**src/rtl/ows_pkg.sv**
```systemverilog
package ows_pkg;

    typedef enum logic [1:0] {
        OP_NONE  = 2'b00,
        OP_RESET = 2'b01,
        OP_WRITE = 2'b10,
        OP_READ  = 2'b11
    } slot_op_e;

    typedef enum logic [2:0] {
        ST_IDLE,
        ST_BUSRST,
        ST_CMD,
        ST_RD_BIT,
        ST_RD_CMP,
        ST_WR
    } srch_state_e;

    typedef struct packed {
        logic abort;
        logic bit_val;
        logic zero_pick;
    } branch_t;

endpackage

```
**src/rtl/ows_decide.sv**
```systemverilog
module ows_decide
    import ows_pkg::*;
#(
    parameter int ID_W = 64,
    localparam int PW = $clog2(ID_W),
    localparam int DW = $clog2(ID_W + 1)
) (
    input  logic          rd_bit,
    input  logic          rd_cmp,
    input  logic [PW-1:0] pos,
    input  logic [DW-1:0] last_disc,
    input  logic          prev_bit,
    output branch_t       br
);
    logic [DW-1:0] pos1;
    assign pos1 = DW'(pos) + DW'(1);

    always_comb begin
        br = '0;
        unique case ({rd_bit, rd_cmp})
            2'b01: br.bit_val = 1'b0;
            2'b10: br.bit_val = 1'b1;
            2'b11: br.abort   = 1'b1;
            default: begin
                if (pos1 < last_disc)       br.bit_val = prev_bit;
                else if (pos1 == last_disc) br.bit_val = 1'b1;
                else                        br.bit_val = 1'b0;
                br.zero_pick = !br.bit_val;
            end
        endcase
    end
endmodule

```
**src/rtl/ows_history.sv**
```systemverilog
module ows_history #(
    parameter int ID_W = 64,
    localparam int DW = $clog2(ID_W + 1)
) (
    input  logic            clk,
    input  logic            rst,
    input  logic            clear_i,
    input  logic            commit_i,
    input  logic [ID_W-1:0] commit_id,
    input  logic [DW-1:0]   commit_disc,
    input  logic            fail_i,
    output logic [ID_W-1:0] last_id,
    output logic [DW-1:0]   last_disc,
    output logic            finished
);
    always_ff @(posedge clk) begin
        if (rst || clear_i) begin
            last_id   <= '0;
            last_disc <= '0;
            finished  <= 1'b0;
        end else if (commit_i) begin
            last_id   <= commit_id;
            last_disc <= commit_disc;
            finished  <= (commit_disc == '0);
        end else if (fail_i) begin
            finished  <= 1'b1;
        end
    end

    // a clear leaves no history behind
    assert_clear_wipes_R10: assert property (@(posedge clk) disable iff (rst)
        clear_i |=> (!finished && last_disc == '0 && last_id == '0));

    // finished follows the committed discrepancy
    assert_commit_finish_R8: assert property (@(posedge clk) disable iff (rst)
        (commit_i && !clear_i) |=> (finished == (last_disc == '0)));
endmodule

```
**src/rtl/ows_engine.sv**
```systemverilog
module ows_engine
    import ows_pkg::*;
#(
    parameter int        ID_W     = 64,
    parameter int        CMD_W    = 8,
    parameter logic [7:0] CMD_BYTE = 8'hF0
) (
    input  logic            clk,
    input  logic            rst,
    input  logic            start_i,
    input  logic            clear_i,
    output logic            req_o,
    output logic [1:0]      op_o,
    output logic            wbit_o,
    input  logic            done_i,
    input  logic            rbit_i,
    input  logic            presence_i,
    output logic [ID_W-1:0] id_o,
    output logic            id_valid_o,
    output logic            none_o,
    output logic            finished_o,
    output logic            busy_o
);
    localparam int PW = $clog2(ID_W);
    localparam int DW = $clog2(ID_W + 1);
    localparam int CW = $clog2(CMD_W);

    srch_state_e     state_q;
    logic            pend_q;
    logic [PW-1:0]   pos_q;
    logic [CW-1:0]   cidx_q;
    logic            rd0_q, rd1_q;
    logic [ID_W-1:0] acc_q;
    logic [DW-1:0]   zero_q;
    logic            id_valid_q, none_q;

    logic [ID_W-1:0] last_id;
    logic [DW-1:0]   last_disc;
    logic            finished;
    branch_t         br;

    logic            idle_clear, idle_start;
    logic            fail, commit, wr_done, last_pos;
    logic [ID_W-1:0] next_acc;
    logic [DW-1:0]   next_zero;

    ows_decide #(.ID_W(ID_W)) u_decide (
        .rd_bit    (rd0_q),
        .rd_cmp    (rd1_q),
        .pos       (pos_q),
        .last_disc (last_disc),
        .prev_bit  (last_id[pos_q]),
        .br        (br)
    );

    assign idle_clear = (state_q == ST_IDLE) && clear_i;
    assign idle_start = (state_q == ST_IDLE) && start_i && !clear_i;
    assign wr_done    = (state_q == ST_WR) && !br.abort && done_i;
    assign last_pos   = (pos_q == PW'(ID_W - 1));
    assign next_acc   = {br.bit_val, acc_q[ID_W-1:1]};
    assign next_zero  = br.zero_pick ? DW'(pos_q) + DW'(1) : zero_q;
    assign commit     = wr_done && last_pos;
    assign fail       = ((state_q == ST_BUSRST) && done_i && !presence_i)
                      || ((state_q == ST_WR) && br.abort);

    ows_history #(.ID_W(ID_W)) u_hist (
        .clk         (clk),
        .rst         (rst),
        .clear_i     (idle_clear),
        .commit_i    (commit),
        .commit_id   (next_acc),
        .commit_disc (next_zero),
        .fail_i      (fail),
        .last_id     (last_id),
        .last_disc   (last_disc),
        .finished    (finished)
    );

    always_comb begin
        req_o  = (state_q != ST_IDLE) && !pend_q
               && !((state_q == ST_WR) && br.abort);
        op_o   = OP_NONE;
        wbit_o = 1'b0;
        unique case (state_q)
            ST_BUSRST:           op_o = OP_RESET;
            ST_CMD: begin
                op_o   = OP_WRITE;
                wbit_o = CMD_BYTE[cidx_q];
            end
            ST_RD_BIT, ST_RD_CMP: op_o = OP_READ;
            ST_WR: begin
                op_o   = OP_WRITE;
                wbit_o = br.bit_val;
            end
            default: ;
        endcase
    end

    always_ff @(posedge clk) begin
        if (rst) begin
            state_q    <= ST_IDLE;
            pend_q     <= 1'b0;
            pos_q      <= '0;
            cidx_q     <= '0;
            rd0_q      <= 1'b0;
            rd1_q      <= 1'b0;
            acc_q      <= '0;
            zero_q     <= '0;
            id_valid_q <= 1'b0;
            none_q     <= 1'b0;
        end else begin
            id_valid_q <= 1'b0;
            none_q     <= 1'b0;
            if (req_o) pend_q <= 1'b1;
            unique case (state_q)
                ST_IDLE: begin
                    if (idle_start) begin
                        if (finished) begin
                            none_q <= 1'b1;
                        end else begin
                            state_q <= ST_BUSRST;
                            pos_q   <= '0;
                            cidx_q  <= '0;
                            zero_q  <= '0;
                            acc_q   <= '0;
                        end
                    end
                end
                ST_BUSRST: if (done_i) begin
                    pend_q <= 1'b0;
                    if (presence_i) begin
                        state_q <= ST_CMD;
                    end else begin
                        state_q <= ST_IDLE;
                        none_q  <= 1'b1;
                    end
                end
                ST_CMD: if (done_i) begin
                    pend_q <= 1'b0;
                    cidx_q <= cidx_q + CW'(1);
                    if (cidx_q == CW'(CMD_W - 1)) state_q <= ST_RD_BIT;
                end
                ST_RD_BIT: if (done_i) begin
                    pend_q  <= 1'b0;
                    rd0_q   <= rbit_i;
                    state_q <= ST_RD_CMP;
                end
                ST_RD_CMP: if (done_i) begin
                    pend_q  <= 1'b0;
                    rd1_q   <= rbit_i;
                    state_q <= ST_WR;
                end
                ST_WR: begin
                    if (br.abort) begin
                        state_q <= ST_IDLE;
                        none_q  <= 1'b1;
                    end else if (done_i) begin
                        pend_q <= 1'b0;
                        acc_q  <= next_acc;
                        zero_q <= next_zero;
                        if (last_pos) begin
                            state_q    <= ST_IDLE;
                            id_valid_q <= 1'b1;
                        end else begin
                            pos_q   <= pos_q + PW'(1);
                            state_q <= ST_RD_BIT;
                        end
                    end
                end
                default: state_q <= ST_IDLE;
            endcase
        end
    end

    assign id_o       = acc_q;
    assign id_valid_o = id_valid_q;
    assign none_o     = none_q;
    assign finished_o = finished;
    assign busy_o     = (state_q != ST_IDLE);

    // every run opens with a bus reset request
    assert_first_op_reset_R1: assert property (@(posedge clk) disable iff (rst)
        $rose(busy_o) |-> (req_o && op_o == OP_RESET));

    // a request is never issued while another is outstanding
    assert_single_outstanding_R3: assert property (@(posedge clk) disable iff (rst)
        req_o |=> !req_o);

    // the slot engine only completes what was asked for
    assert_done_only_pending_R3: assert property (@(posedge clk) disable iff (rst)
        done_i |-> pend_q);

    // a run without result leaves the engine idle and finished
    assert_none_idle_R5: assert property (@(posedge clk) disable iff (rst)
        none_o |-> (finished_o && !pend_q && !busy_o));

    // result and no-result strobes never coincide
    assert_strobe_excl_R8: assert property (@(posedge clk) disable iff (rst)
        !(id_valid_o && none_o));
endmodule

```
**config.mk**
```make
export PLATFORM = sky130hd
export DESIGN_NAME = ows_engine
export DESIGN_NICKNAME = d
export VERILOG_FILES = /design/src/rtl/ows_pkg.sv /design/src/rtl/ows_decide.sv /design/src/rtl/ows_history.sv /design/src/rtl/ows_engine.sv
export SDC_FILE = /design/constraint.sdc
export NUM_CORES = 1
export LEC_CHECK = 0
export BUFFER_PORTS_ARGS = -buffer_cell sky130_fd_sc_hd__buf_2
export CORE_MARGIN = 5
export CORE_UTILIZATION = 40
export CTS_CLUSTER_DIAMETER = 120
export DETAILED_ROUTE_END_ITERATION = 16
export GPL_TIMING_DRIVEN = 0
export PLACE_DENSITY = 0.62
export RECOVER_POWER = 50
export SKIP_LAST_GASP = 1
export SYNTH_ARGS = -nofsm -noshare
export SYNTH_HDL_FRONTEND = slang
export SYNTH_SLANG_ARGS = --single-unit
```
**constraint.sdc**
```tcl
create_clock -name clk -period 3.4 [get_ports clk]
set_clock_uncertainty 0.05 [all_clocks]
set_input_delay 0.17 -clock clk [delete_from_list [all_inputs] [get_ports clk]]
set_output_delay 0.17 -clock clk [all_outputs]
set_load 0.1 [all_outputs]
```
Word-level counts from Yosys, hierarchy flattened
Memory sizes are Yosys's and may differ from the RTL's. A register that Yosys moved wholly into a read port is not among the register bits. Index checks and enable logic that the tools add are counted.

Memory bits (read-only): 8. Input port bits: 7. Memories: 1. Output and inout bits: 72. Register bits: 160.

Memories: (no name shown) (words 8, bits a word 1, rd ports 1, clocked after Yosys merged registers in 1, write ports 0, RTL line ows_engine.sv:88) `wbit_o = CMD_BYTE[cidx_q];`.

Add/sub/neg operators: 3. Eq/ne operators: 22. Reductions and logical operators: 37. Order comparisons: 3. Mux-type cells: 59. Bitwise operators: 2.

Operator list (number): 64-bit 2-to-1 mux (4); 64-bit case mux with 2 select lines (1); 3-bit 2-to-1 mux (14); 7-bit 2-to-1 mux (5); 6-bit 2-to-1 mux (5); 2-bit != test, second input constant (10); 1-bit 2-to-1 mux (18); 3-bit case mux with 6 select lines (1); 7-bit case mux with 2 select lines (1); 6-bit case mux with 2 select lines (1); 1-bit logical AND (11); 3-bit equality test, second input constant (3); 8-bit AND reduction (1); 4-bit OR reduction (2); 6-bit by 1-bit adder with 7-bit output, second input constant (1); 7-bit equality test (1); 7-bit zero test (1); 6-bit by 7-bit less-than comparator with 1-bit output, second input constant (1); 7-bit less-than comparator (1); 6-bit by 1-bit adder with 6-bit output, second input constant (1); 1-bit binary-select mux with 6-bit select (1); 3-bit by 2-bit equality test with 1-bit output, second input constant (2); 6-bit equality test, second input constant (1); 1-bit zero test (6); other kinds (22) (33).

Logic depth before layout (Yosys ltp)
Gate-level depths: netlist (run 1).

Word-level depth: 11. Gate-level depth with buffers: 12.

By module
Synthesis (run 1) repeated with hierarchy kept, for this count alone.

Cell total of the unflattened synthesis: 706. Area, all modules: 6966.7 sq um.

By module, submodules not included: ows_engine (cells each 429, instances 1, area an instance 4041.4 sq um, sequential area each 1781.7 sq um); ows_history (cells each 236, instances 1, area an instance 2642.5 sq um, sequential area each 1441.4 sq um); ows_decide (cells each 41, instances 1, area an instance 282.8 sq um, sequential area each 0.0 sq um).

Worst setup path before layout (run 1)
Ideal clock, no wire load.

Kind: register -> register. Start: register state_q[0]. End: register pend_q. Clock period less this slack: 3.863 ns. Stages on the path, launching flop included: 8. Arrival: 3.731 ns. Setup slack: -0.463 ns. Data required time: 3.268 ns. Cell sequence: dfxtp_1 buf_2 nor2b_1 and2_1 clkbuf_1 a311oi_1 o21ai_0 a31oi_1.

Longest elaborated chain between the ends: 8. Elaborated cells between the ends (all ways): 15. Classes of those cells: 5 x eq/ne; 4 x mux; 6 x reduce/logical.

RTL lines: from (decl) (RTL line ows_engine.sv:28) `srch_state_e state_q;`; from (signal assigned) (RTL line ows_engine.sv:101) `state_q <= ST_IDLE;`; from (signal assigned) (RTL line ows_engine.sv:121) `state_q <= ST_BUSRST;`; from (signal assigned) (RTL line ows_engine.sv:132) `state_q <= ST_CMD;`; 3-bit equality test (RTL line ows_engine.sv:81) `&& !((state_q == ST_WR) && br.abort);`; 1-bit logical AND (RTL line ows_engine.sv:81); 1-bit zero test (RTL line ows_engine.sv:81); 1-bit logical AND (*) (RTL line ows_engine.sv:81); named net req_o (RTL line ows_engine.sv:12) `output logic req_o,`; 1-bit 2-to-1 mux (*) (RTL line ows_engine.sv:114) `if (req_o) pend_q <= 1'b1;`; 1-bit 2-to-1 mux; 1-bit 2-to-1 mux (RTL line ows_engine.sv:154) `if (br.abort) begin`; 1-bit case mux with 2 select lines (*) (RTL line ows_engine.sv:115) `unique case (state_q)`; to (signal assigned) (RTL line ows_engine.sv:114); to (signal assigned) (RTL line ows_engine.sv:130) `pend_q <= 1'b0;`; to (signal assigned) (RTL line ows_engine.sv:139) `pend_q <= 1'b0;`; to (decl) (RTL line ows_engine.sv:29) `logic pend_q;`.

The timed path passes the listed nets; every way through them passes the cells marked *. A chain may end at the register's enable or synchronous reset.

Final worst setup path (run 1)
Start: register pos_q[0]. End: output port wbit_o.

Longest elaborated chain between the ends: 7. Elaborated cells between the ends (all ways): 10. Classes of those cells: 1 x add/sub; 1 x order compare; 1 x eq/ne; 7 x mux.

RTL lines: from (decl) (RTL line ows_engine.sv:30) `logic [PW-1:0] pos_q;`; from (signal assigned) (RTL line ows_engine.sv:165) `pos_q <= pos_q + PW'(1);`; parallel branches: the longest is 3 deep, another holds 6-bit by 1-bit adder with 7-bit output; 1-bit 2-to-1 mux (*) (RTL line ows_decide.sv:25) `if (pos1 < last_disc) br.bit_val = prev_bit;`; 1-bit 2-to-1 mux (*) (RTL line ows_decide.sv:20) `unique case ({rd_bit, rd_cmp})`; 1-bit case mux with 2 select lines (*) (RTL line ows_decide.sv:20); 1-bit case mux with 2 select lines (*) (RTL line ows_engine.sv:84) `unique case (state_q)`; to (decl) (RTL line ows_engine.sv:14) `output logic wbit_o,`.

Every way passes the cells marked *. The select of a mux whose other input is x is not followed.

==> flow_metrics.py, run 1 <==
metrics = {
    "outcome": {
        "status": "complete, no violations",
    },
    "sta": {
        "hold_violations": 0,
        "post-route-period-util_pct": 96.5,
        "holdWs_ps": 21.4,
        "tightestPinTransition_ps": 1190,
        "fmax_ghz": 0.305,
        "rsz0062_at_grt": "no",
        "slew-limit-headroom_pct": 21.1,
        "final_max_slew_viol_count": 0,
        "fin_crit_ps": 3280,
        "setup_viol": 0,
    },
    "setup_path": {
        "crit_path_max_incr_delay_ps": 550,
        "crit_cells": 9,
        "cp_slowest_cell": "mux4_2",
        "cp_max_fo": 17,
        "crit_type": "flop to output port",
        "critical_path_buf_inv_count": 2,
        "cpLargestDelayFamily": "compound AO/OA/AOI/OAI gates",
        "reg2reg_depth": 8,
        "r2r_start": "state_q[2]",
        "startpoint_type": "flop",
        "endpoint": "wbit_o",
        "crit_top_cell": "nor2_1",
        "r2r_slack_ps": 260,
        "worst_setup_path_end_kind": "output port",
        "cp.required_ps": 3180,
        "reg2reg_to": "pos_q[0]",
        "crit_start": "pos_q[0]",
        "crit_arrival_ps": 3060,
        "crit_chain": "buf_12 -> mux4_2 -> mux2i_2 -> nor2_1 -> a2111o_1 -> o211ai_4 -> nor2_1 -> a32o_1 -> buf_8",
    },
    "synth": {
        "avgSynthCellArea_um2": 8.66,
        "synth.area.top_cells": "dfxtp_1 48%, nand2_1 8.7%, a22oi_1 7.3%",
        "synth_edf_count": 0,
        "syn-num-nets": 787,
        "yosysSeqAreaShare_pct": 48.3,
        "yosys.cell_types.count": 53,
        "yosysWarnings": 0,
        "synthFlopType": "dfxtp_1",
        "syn_inst": 770,
        "syn_area_um2": 6670,
        "netlist.area_leader.share_pct": 48.3,
        "synthArstFlopShare_pct": 0,
        "ys_ff_latch": 161,
        "synth_top_area_cell": "dfxtp_1",
    },
    "cells_and_area": {
        "post_route_cells_drive_above_1_share_pct": 10.9,
        "multiInputGateArea_um2": 3180,
        "diodes": 0,
        "final_nets": 896,
        "ff_latch_area_um2": 3240,
        "fin_area_um2": 8080,
        "final_common_cell": "dfxtp_1",
        "fillers": 1631,
        "layout_common_cells": "156 x dfxtp_1, 155 x nand2_1, 117 x clkbuf_1, 87 x nor2_1, 79 x a21oi_1",
        "syn_to_final_growth_pct": 21.1,
    },
    "clock_tree": {
        "cts_tree": "done",
        "clockBufferDepth": 2,
        "htree_levels": 4,
        "cts_buffers": 17,
        "clkLatencyLatePin_ps": 430,
        "root_buffer": "clkbuf_16",
        "cts_num_sinks": 161,
        "clkTransAtPathRegs_ps": 70,
    },
    "power_and_ir_drop": {
        "power_leakage_nw": 2.73,
        "p_switching_mw": 1.09,
        "total_power_mw": 4.13,
        "intPower_mw": 3.05,
        "clockPowerShare_pct": 48.1,
        "ir_worst_vdd_mv": 0.370,
        "pwr-share-seq_pct": 45.8,
        "pwr_density_cell_nw_per_um2": 512,
        "power_frac_comb_pct": 6.1,
        "swShare_pct": 26.3,
    },
    "routing": {
        "dr.pass1.iters": 5,
        "avgRoutedWirePerCell_um": 16.9,
        "drc": 0,
        "routed_wl_mm": 18.8,
        "drtIter0Drc": 512,
        "drt-vias-per-instance": 5.39,
        "vias": 5998,
        "postRouteAntennaNets": 0,
    },
    "placement": {
        "dp_hpwl_mm": 12.9,
        "placed_cell_area_um2": 7340,
        "io_buffers": 77,
        "gp_congestion": 0.843,
    },
    "min_path": {
        "hp-class": "input port to flop",
        "worstHoldStart": "clear_i",
    },
    "global_route": {
        "grt_pass1_wl_mm": 30.4,
        "grt_pass1_vias": 5610,
        "grt_max_degree": 17,
        "grt_usage_pct": 19.4,
        "grt.overflow.total": 0,
        "antenna_found_initial": 0,
    },
    "run": {
        "maxCapViolCount": 0,
    },
    "floorplan": {
        "die_w_um": 139,
        "dieArea_um2": 19400,
        "core_area_um2": 16500,
        "start_util_pct": 40.5,
        "io_pins": 79,
        "die_y_um": 139,
        "rows": 47,
    },
}
==> per-stage QoR <==
stage / std cells / setup slack [ps] / TNS (ps) / utilization (%)
2_1_floorplan: 770 / 209 / 0 / -
3_3_place_gp: 1067 / -16.5 / -16.5 / 44.6
3_5_place_dp: 1067 / 3.58 / 0 / 44.6
4_1_cts: 1104 / 10.3 / 0 / 49.0
5_1_grt: 1112 / 1.77 / 0 / 49.1
6_report: 1112 / 118 / 0 / 49.1
==> final cells by class <==
type / count / share of cell area [%]
multi-input combinational: 534 / 39.4
clock inverter: 14 / 2.12
inverter: 11 / 0.511
sequential: 161 / 40.1
buffer: 62 / 3.93
timing repair buffer: 92 / 5.27
clock buffer: 18 / 5.31
tap: 220 / 3.41
==> power groups by stage <==
stage	registers (mW)	clock network, mW	logic, mW
finish	1.89	1.99	0.252
global route	1.89	2.10	0.269
CTS	1.90	2.01	0.255
detailed placement	1.94	0	0.253
global placement	1.94	0	0.252
floorplan	1.94	0	0.183
==> cells in the mapped netlist, types with 8 or more instances <==
library cell	instances
a31oi_1	8
inv_1	10
ha_1	10
o21ai_0	11
nor2_1	88
dfxtp_1	161
a21oi_1	79
a22oi_1	65
clkbuf_1	46
mux2i_1	8
nand2_1	155
nand3_1	33
mux4_2	16
==> flip-flops by register name (all words and copies together) (netlist names), named ones only <==
name / cells
pos_q: 6
cidx_q: 3
rd1_q: 1
id_valid_o: 1
none_o: 1
u_hist.last_id: 64
u_hist.last_disc: 7
pend_q: 1
zero_q: 7
state_q: 3
u_hist.finished: 1
rd0_q: 1
id_o: 64
==> worst reg2reg max path, cell delays in order, from the launching register on <==
cell and delay (ps):
dfxtp_1 330, nor3_1 550, clkinv_1 230, or4b_1 640
and4_1 250, clkbuf_1 170, nor3_1 510, nor2_1 80
a211oi_1 240
==> metal layers <==
metal	GRT usage (%)	up-vias	routed length (µm)
li1	-	2927	-
met1	26.8	2848	8850
met2	30.5	195	8500
met3	4.52	28	1170
met4	5.82	0	319
met5	0	-	0
==> cells by family after synthesis <==
kind of cell	Yosys count	share of synthesized area (%)
AND/OR/NAND/NOR	304	19.1
flip-flops	161	48.3
buffers and inverters	75	4.82
multiplexers	25	6.77
XOR/XNOR	5	0.657
AO/OA/AOI/OAI	190	18.5
adder cells (fa/ha/maj)	10	1.88
==> worst min-delay path by stage <==
stage                                to  slack [ps]  depth (start not counted)
finish                           none_o          20                          3
global route                     none_o          50                          3
CTS                              none_o          20                          3
detailed placement   u_hist.last_id[51]         400                          2
global placement    u_hist.last_disc[4]         390                          2
floorplan                         rd0_q         260                          2
==> timing repair <==
action,in CTS,in global routing
pin swaps,5,4
hold endpoints to repair,3,0
hold buffers,2,0
buffers inserted,4,9
resized for setup,20,17
setup endpoints to repair,1,1
Power figures use the tool's default switching activity.
==> run 2, diff against run 1 <==
--- a/config.mk
+++ b/config.mk
@@ -11,6 +11,7 @@
 export CTS_CLUSTER_DIAMETER = 120
 export DETAILED_ROUTE_END_ITERATION = 16
 export GPL_TIMING_DRIVEN = 0
+export MAX_ROUTING_LAYER = met4
 export PLACE_DENSITY = 0.62
 export RECOVER_POWER = 50
 export SKIP_LAST_GASP = 1
==> flow_metrics.py, run 2 (synthesized netlist as in run 1, its figures left out) <==
metrics = {
    "outcome": {
        "status": "complete, no violations",
    },
    "routing": {
        "wl_met2_mm": 8.57,
        "routed_wl_mm": 18.8,
        "postRouteAntennaNets": 0,
        "dr.pass1.iters": 6,
        "drc": 0,
        "wl_met3_mm": 1.20,
        "avgRoutedWirePerCell_um": 16.9,
        "wl_met1_mm": 8.76,
        "highest-signal-layer": "met4",
        "drtIter0Drc": 446,
        "vias": 5988,
        "drt-vias-per-instance": 5.38,
    },
    "clock_tree": {
        "clockBufferDepth": 2,
        "cts_buffers": 17,
        "cts_tree": "done",
        "clkTransAtPathRegs_ps": 70,
        "htree_levels": 4,
        "root_buffer": "clkbuf_16",
        "clkLatencyLatePin_ps": 430,
        "cts_num_sinks": 161,
    },
    "floorplan": {
        "start_util_pct": 40.5,
        "die_w_um": 139,
        "rows": 47,
        "dieArea_um2": 19400,
        "core_area_um2": 16500,
        "die_y_um": 139,
        "io_pins": 79,
    },
    "power_and_ir_drop": {
        "power_leakage_nw": 2.73,
        "pwr_density_cell_nw_per_um2": 512,
        "ir_worst_vdd_mv": 0.372,
        "total_power_mw": 4.14,
    },
    "global_route": {
        "antenna_found_initial": 0,
        "grt_pass1_vias": 5620,
        "grt_usage_pct": 20.0,
        "grt_pass1_wl_mm": 30.4,
        "grt.overflow.total": 0,
        "grt_max_degree": 17,
    },
    "sta": {
        "final_max_slew_viol_count": 0,
        "fin_crit_ps": 3290,
        "rsz0062_at_grt": "no",
        "post-route-period-util_pct": 96.6,
        "setup_viol": 0,
        "hold_violations": 0,
        "finalWorstSetupSlack_ps": 114,
        "slew-limit-headroom_pct": 21.0,
        "fmax_ghz": 0.304,
        "tightestPinTransition_ps": 1190,
    },
    "cells_and_area": {
        "diodes": 0,
        "layout_common_cells": "156 x dfxtp_1, 155 x nand2_1, 117 x clkbuf_1, 87 x nor2_1, 79 x a21oi_1",
        "final_common_cell": "dfxtp_1",
        "syn_to_final_growth_pct": 21.1,
        "ff_latch_area_um2": 3240,
        "post_route_cells_drive_above_1_share_pct": 10.9,
        "final_nets": 896,
        "multiInputGateArea_um2": 3180,
        "fillers": 1631,
    },
    "setup_path": {
        "reg2reg_to": "pos_q[0]",
        "r2r_slack_ps": 260,
        "crit_type": "flop to output port",
        "r2r_start": "state_q[2]",
        "cp.required_ps": 3180,
        "worst_setup_path_end_kind": "output port",
        "startpoint_type": "flop",
        "reg2reg_depth": 8,
        "crit_arrival_ps": 3070,
        "cp_max_fo": 17,
    },
    "placement": {
        "dp_hpwl_mm": 12.9,
        "pre_cts_ws_ps": 3.58,
        "io_buffers": 77,
        "gp_congestion": 0.856,
    },
    "min_path": {
        "hp-class": "input port to flop",
        "whs_endpoint": "none_o",
        "worstHoldStart": "clear_i",
        "holdPathStages": 3,
    },
    "run": {
        "maxCapViolCount": 0,
    },
}
## run 2: metal layers
metal	track usage, %	up-vias
met4	5.82	0
met5	-	-
met2	30.6	207
met1	26.9	2830
li1	-	2920
met3	4.28	31
## run 2: per-stage QoR
| stage | hold WS, ps | cells | TNS [ps] | utilization (%) | area, µm² |
|---|---|---|---|---|---|
| after floorplan | 256 | 770 | 0 | - | 6680 |
| after global placement | 389 | 1067 | -16.5 | 44.6 | 7340 |
| after detailed placement | 397 | 1067 | 0 | 44.6 | 7340 |
| after CTS | 15.7 | 1104 | 0 | 49.0 | 8060 |
| after global routing | 47.7 | 1112 | 0 | 49.1 | 8080 |
| final | 23.4 | 1112 | 0 | 49.1 | 8080 |
## run 2: area by class of cell
cell class                      count  share of cell area [%]
Sequential cell                   161                    40.1
Multi-Input combinational cell    534                    39.4
Clock buffer                       18                    5.31
Timing Repair Buffer               92                    5.27
Buffer                             62                    3.93
Tap cell                          220                    3.41
Clock inverter                     14                    2.12
Inverter                           11                   0.511
## run 2: critical path, cell delays in order (launching register included)
cell and delay [ps]:
dfxtp_4 390, buf_12 190, mux4_2 550, mux2i_1 150, o21ai_1 80, a2111o_1 480
o211ai_4 240, nor2_1 90, a32o_1 260, buf_8 180
## run 2: timing repair
action                                  4_1_cts  5_1_grt
pin swaps                                     5        4
setup buffers                                 4        9
gates resized for setup                      20       17
endpoints found under the setup margin        1        1
hold endpoints to repair                      3        0
hold buffers                                  2        0
## run 2: where the power goes
| part | switching (mW) | leakage, nW | total, mW | internal, mW |
|---|---|---|---|---|
| clock network | 0.878 | 0.292 | 1.99 | 1.11 |
| registers | 0.00525 | 1.30 | 1.89 | 1.89 |
| logic | 0.207 | 1.14 | 0.252 | 0.0443 |
| total | 1.09 | 2.73 | 4.14 | 3.05 |
## run 2: worst max-delay path by stage
stage | start | to | slack (ps) | depth (start not counted)
6_report | pos_q[0] | wbit_o | 110 | 9
5_1_grt | pos_q[1] | wbit_o | 2 | 12
4_1_cts | pos_q[0] | wbit_o | 10 | 12
3_5_place_dp | pos_q[1] | wbit_o | 4 | 12
3_3_place_gp | pos_q[1] | wbit_o | -20 | 12
2_1_floorplan | pos_q[4] | wbit_o | 210 | 11
==> run 3, diff against run 2 <==
--- a/config.mk
+++ b/config.mk
@@ -6,7 +6,7 @@
 export NUM_CORES = 1
 export LEC_CHECK = 0
 export BUFFER_PORTS_ARGS = -buffer_cell sky130_fd_sc_hd__buf_2
-export CORE_MARGIN = 5
+export CORE_MARGIN = 8
 export CORE_UTILIZATION = 40
 export CTS_CLUSTER_DIAMETER = 120
 export DETAILED_ROUTE_END_ITERATION = 16
==> flow_metrics.py, run 3 (synthesized netlist as in run 1, its figures left out) <==
metrics = {
    "routing": {
        "avgRoutedWirePerCell_um": 17.2,
        "dr.pass1.iters": 5,
        "postRouteAntennaNets": 0,
        "drt-vias-per-instance": 5.44,
        "drtIter0Drc": 477,
        "routed_wl_mm": 19.1,
        "vias": 6022,
        "drc": 0,
    },
    "clock_tree": {
        "clkTransAtPathRegs_ps": 60,
        "cts_num_sinks": 161,
        "cts_tree": "done",
        "clockBufferDepth": 2,
        "cts_buffers": 17,
        "clkLatencyLatePin_ps": 430,
        "root_buffer": "clkbuf_16",
        "htree_levels": 4,
    },
    "min_path": {
        "worstHoldStart": "clear_i",
        "hp-class": "input port to flop",
    },
    "sta": {
        "hold_violations": 0,
        "finalWorstSetupSlack_ps": 61.7,
        "holdWs_ps": 33.4,
        "fin_crit_ps": 3340,
        "tightestPinTransition_ps": 1200,
        "final_max_slew_viol_count": 0,
        "slew-limit-headroom_pct": 20.3,
        "final.setup.tns_ps": 0,
        "post-route-period-util_pct": 98.2,
        "fmax_ghz": 0.300,
        "setup_viol": 0,
    },
    "cells_and_area": {
        "diodes": 0,
        "fillers": 1667,
        "post_route_cells_drive_above_1_share_pct": 10.0,
        "syn_to_final_growth_pct": 20.6,
        "layout_common_cells": "157 x dfxtp_1, 155 x nand2_1, 119 x clkbuf_1, 87 x nor2_1, 79 x a21oi_1",
        "final_nets": 893,
        "final_common_cell": "dfxtp_1",
        "fin_area_um2": 8040,
        "stdcell_count": 1108,
    },
    "setup_path": {
        "crit_start": "pos_q[3]",
        "crit_arrival_ps": 3120,
        "cp_max_fo": 10,
        "crit_type": "flop to output port",
        "r2r_start": "state_q[2]",
        "worst_setup_path_end_kind": "output port",
        "startpoint_type": "flop",
        "cp.required_ps": 3180,
    },
    "placement": {
        "io_buffers": 77,
        "gp_congestion": 0.866,
        "placed_cell_area_um2": 7340,
        "placed_cells": 1067,
        "dp_hpwl_mm": 13.2,
        "pre_cts_ws_ps": 16.2,
    },
    "global_route": {
        "grt_pass1_vias": 5700,
        "grt.overflow.total": 0,
        "grt_max_degree": 17,
        "use_met3_pct": 3.92,
        "met1_usage_pct": 23.8,
        "grt_usage_pct": 18.5,
        "busiest_layer": "met2",
        "met2_usage_pct": 27.7,
        "antenna_found_initial": 0,
        "grt_pass1_wl_mm": 30.7,
    },
    "floorplan": {
        "io_pins": 79,
        "start_util_pct": 40.5,
        "die_w_um": 145,
        "core_area_um2": 16500,
        "die_y_um": 145,
        "dieArea_um2": 21100,
        "rows": 47,
    },
    "power_and_ir_drop": {
        "pwr_density_cell_nw_per_um2": 513,
        "ir_worst_vdd_mv": 0.380,
        "power_leakage_nw": 2.71,
    },
    "run": {
        "maxCapViolCount": 0,
    },
    "outcome": {
        "status": "complete, no violations",
    },
}
## run 3: final timing paths
check | endpoint | slack (ps) | depth (start not counted)
worst max-delay path | wbit_o | 60 | 12
worst min-delay path | none_o | 30 | 3
worst min register to register | u_hist.last_disc[4] | 400 | 2
worst max register to register | id_o[29] | 300 | 8
## run 3: critical path, cell delays in order (launching register included)
cell and delay (ps):
dfxtp_4 410, buf_6 180, and3_1 170, nand3_1 120
xnor2_2 180, ha_1 280, nand2_1 80, a311o_1 280
a211o_1 310, o211ai_4 120, nor2_1 90, a32o_1 270
buf_8 190
## run 3: per-layer routing
layer  routed length (µm)  part of all wire (%)
met2                 8620                    45
met1                 8990                    47
met3                 1000                   5.2
met4                  497                   2.6
met5                    0                     0
## run 3: final cells by class
type	count	area (µm²)	area share (%)
buffer	63	312	3.87
clock buffer	23	478	5.94
clock inverter	8	128	1.59
inverter	11	41.3	0.514
multi-input combinational	534	3170	39.4
sequential	161	3230	40.2
tap	220	275	3.42
timing repair buffer	88	408	5.07
## run 3: report_power, final
part | leakage, nW | internal [mW] | total [mW] | switching (mW)
registers | 1.30 | 1.89 | 1.90 | 0.00513
logic | 1.12 | 0.0444 | 0.254 | 0.209
clock network | 0.290 | 1.21 | 1.98 | 0.763
total | 2.71 | 3.15 | 4.13 | 0.977
## run 3: repair_timing
action                                  in CTS  in global routing
pin swaps                                    5                  6
endpoints found under the setup margin       1                  1
endpoints found under the hold margin        3                  0
gates resized for setup                     17                 11
hold buffers                                 2                  0
buffers inserted                             9                  0
## run 3: metrics by stage
stage               utilization (%)  power [mW]
detailed placement             44.6        2.19
floorplan                         -        2.13
global placement               44.6        2.19
global route                   48.8        4.24
CTS                            49.2        4.16
finish                         48.8        4.13
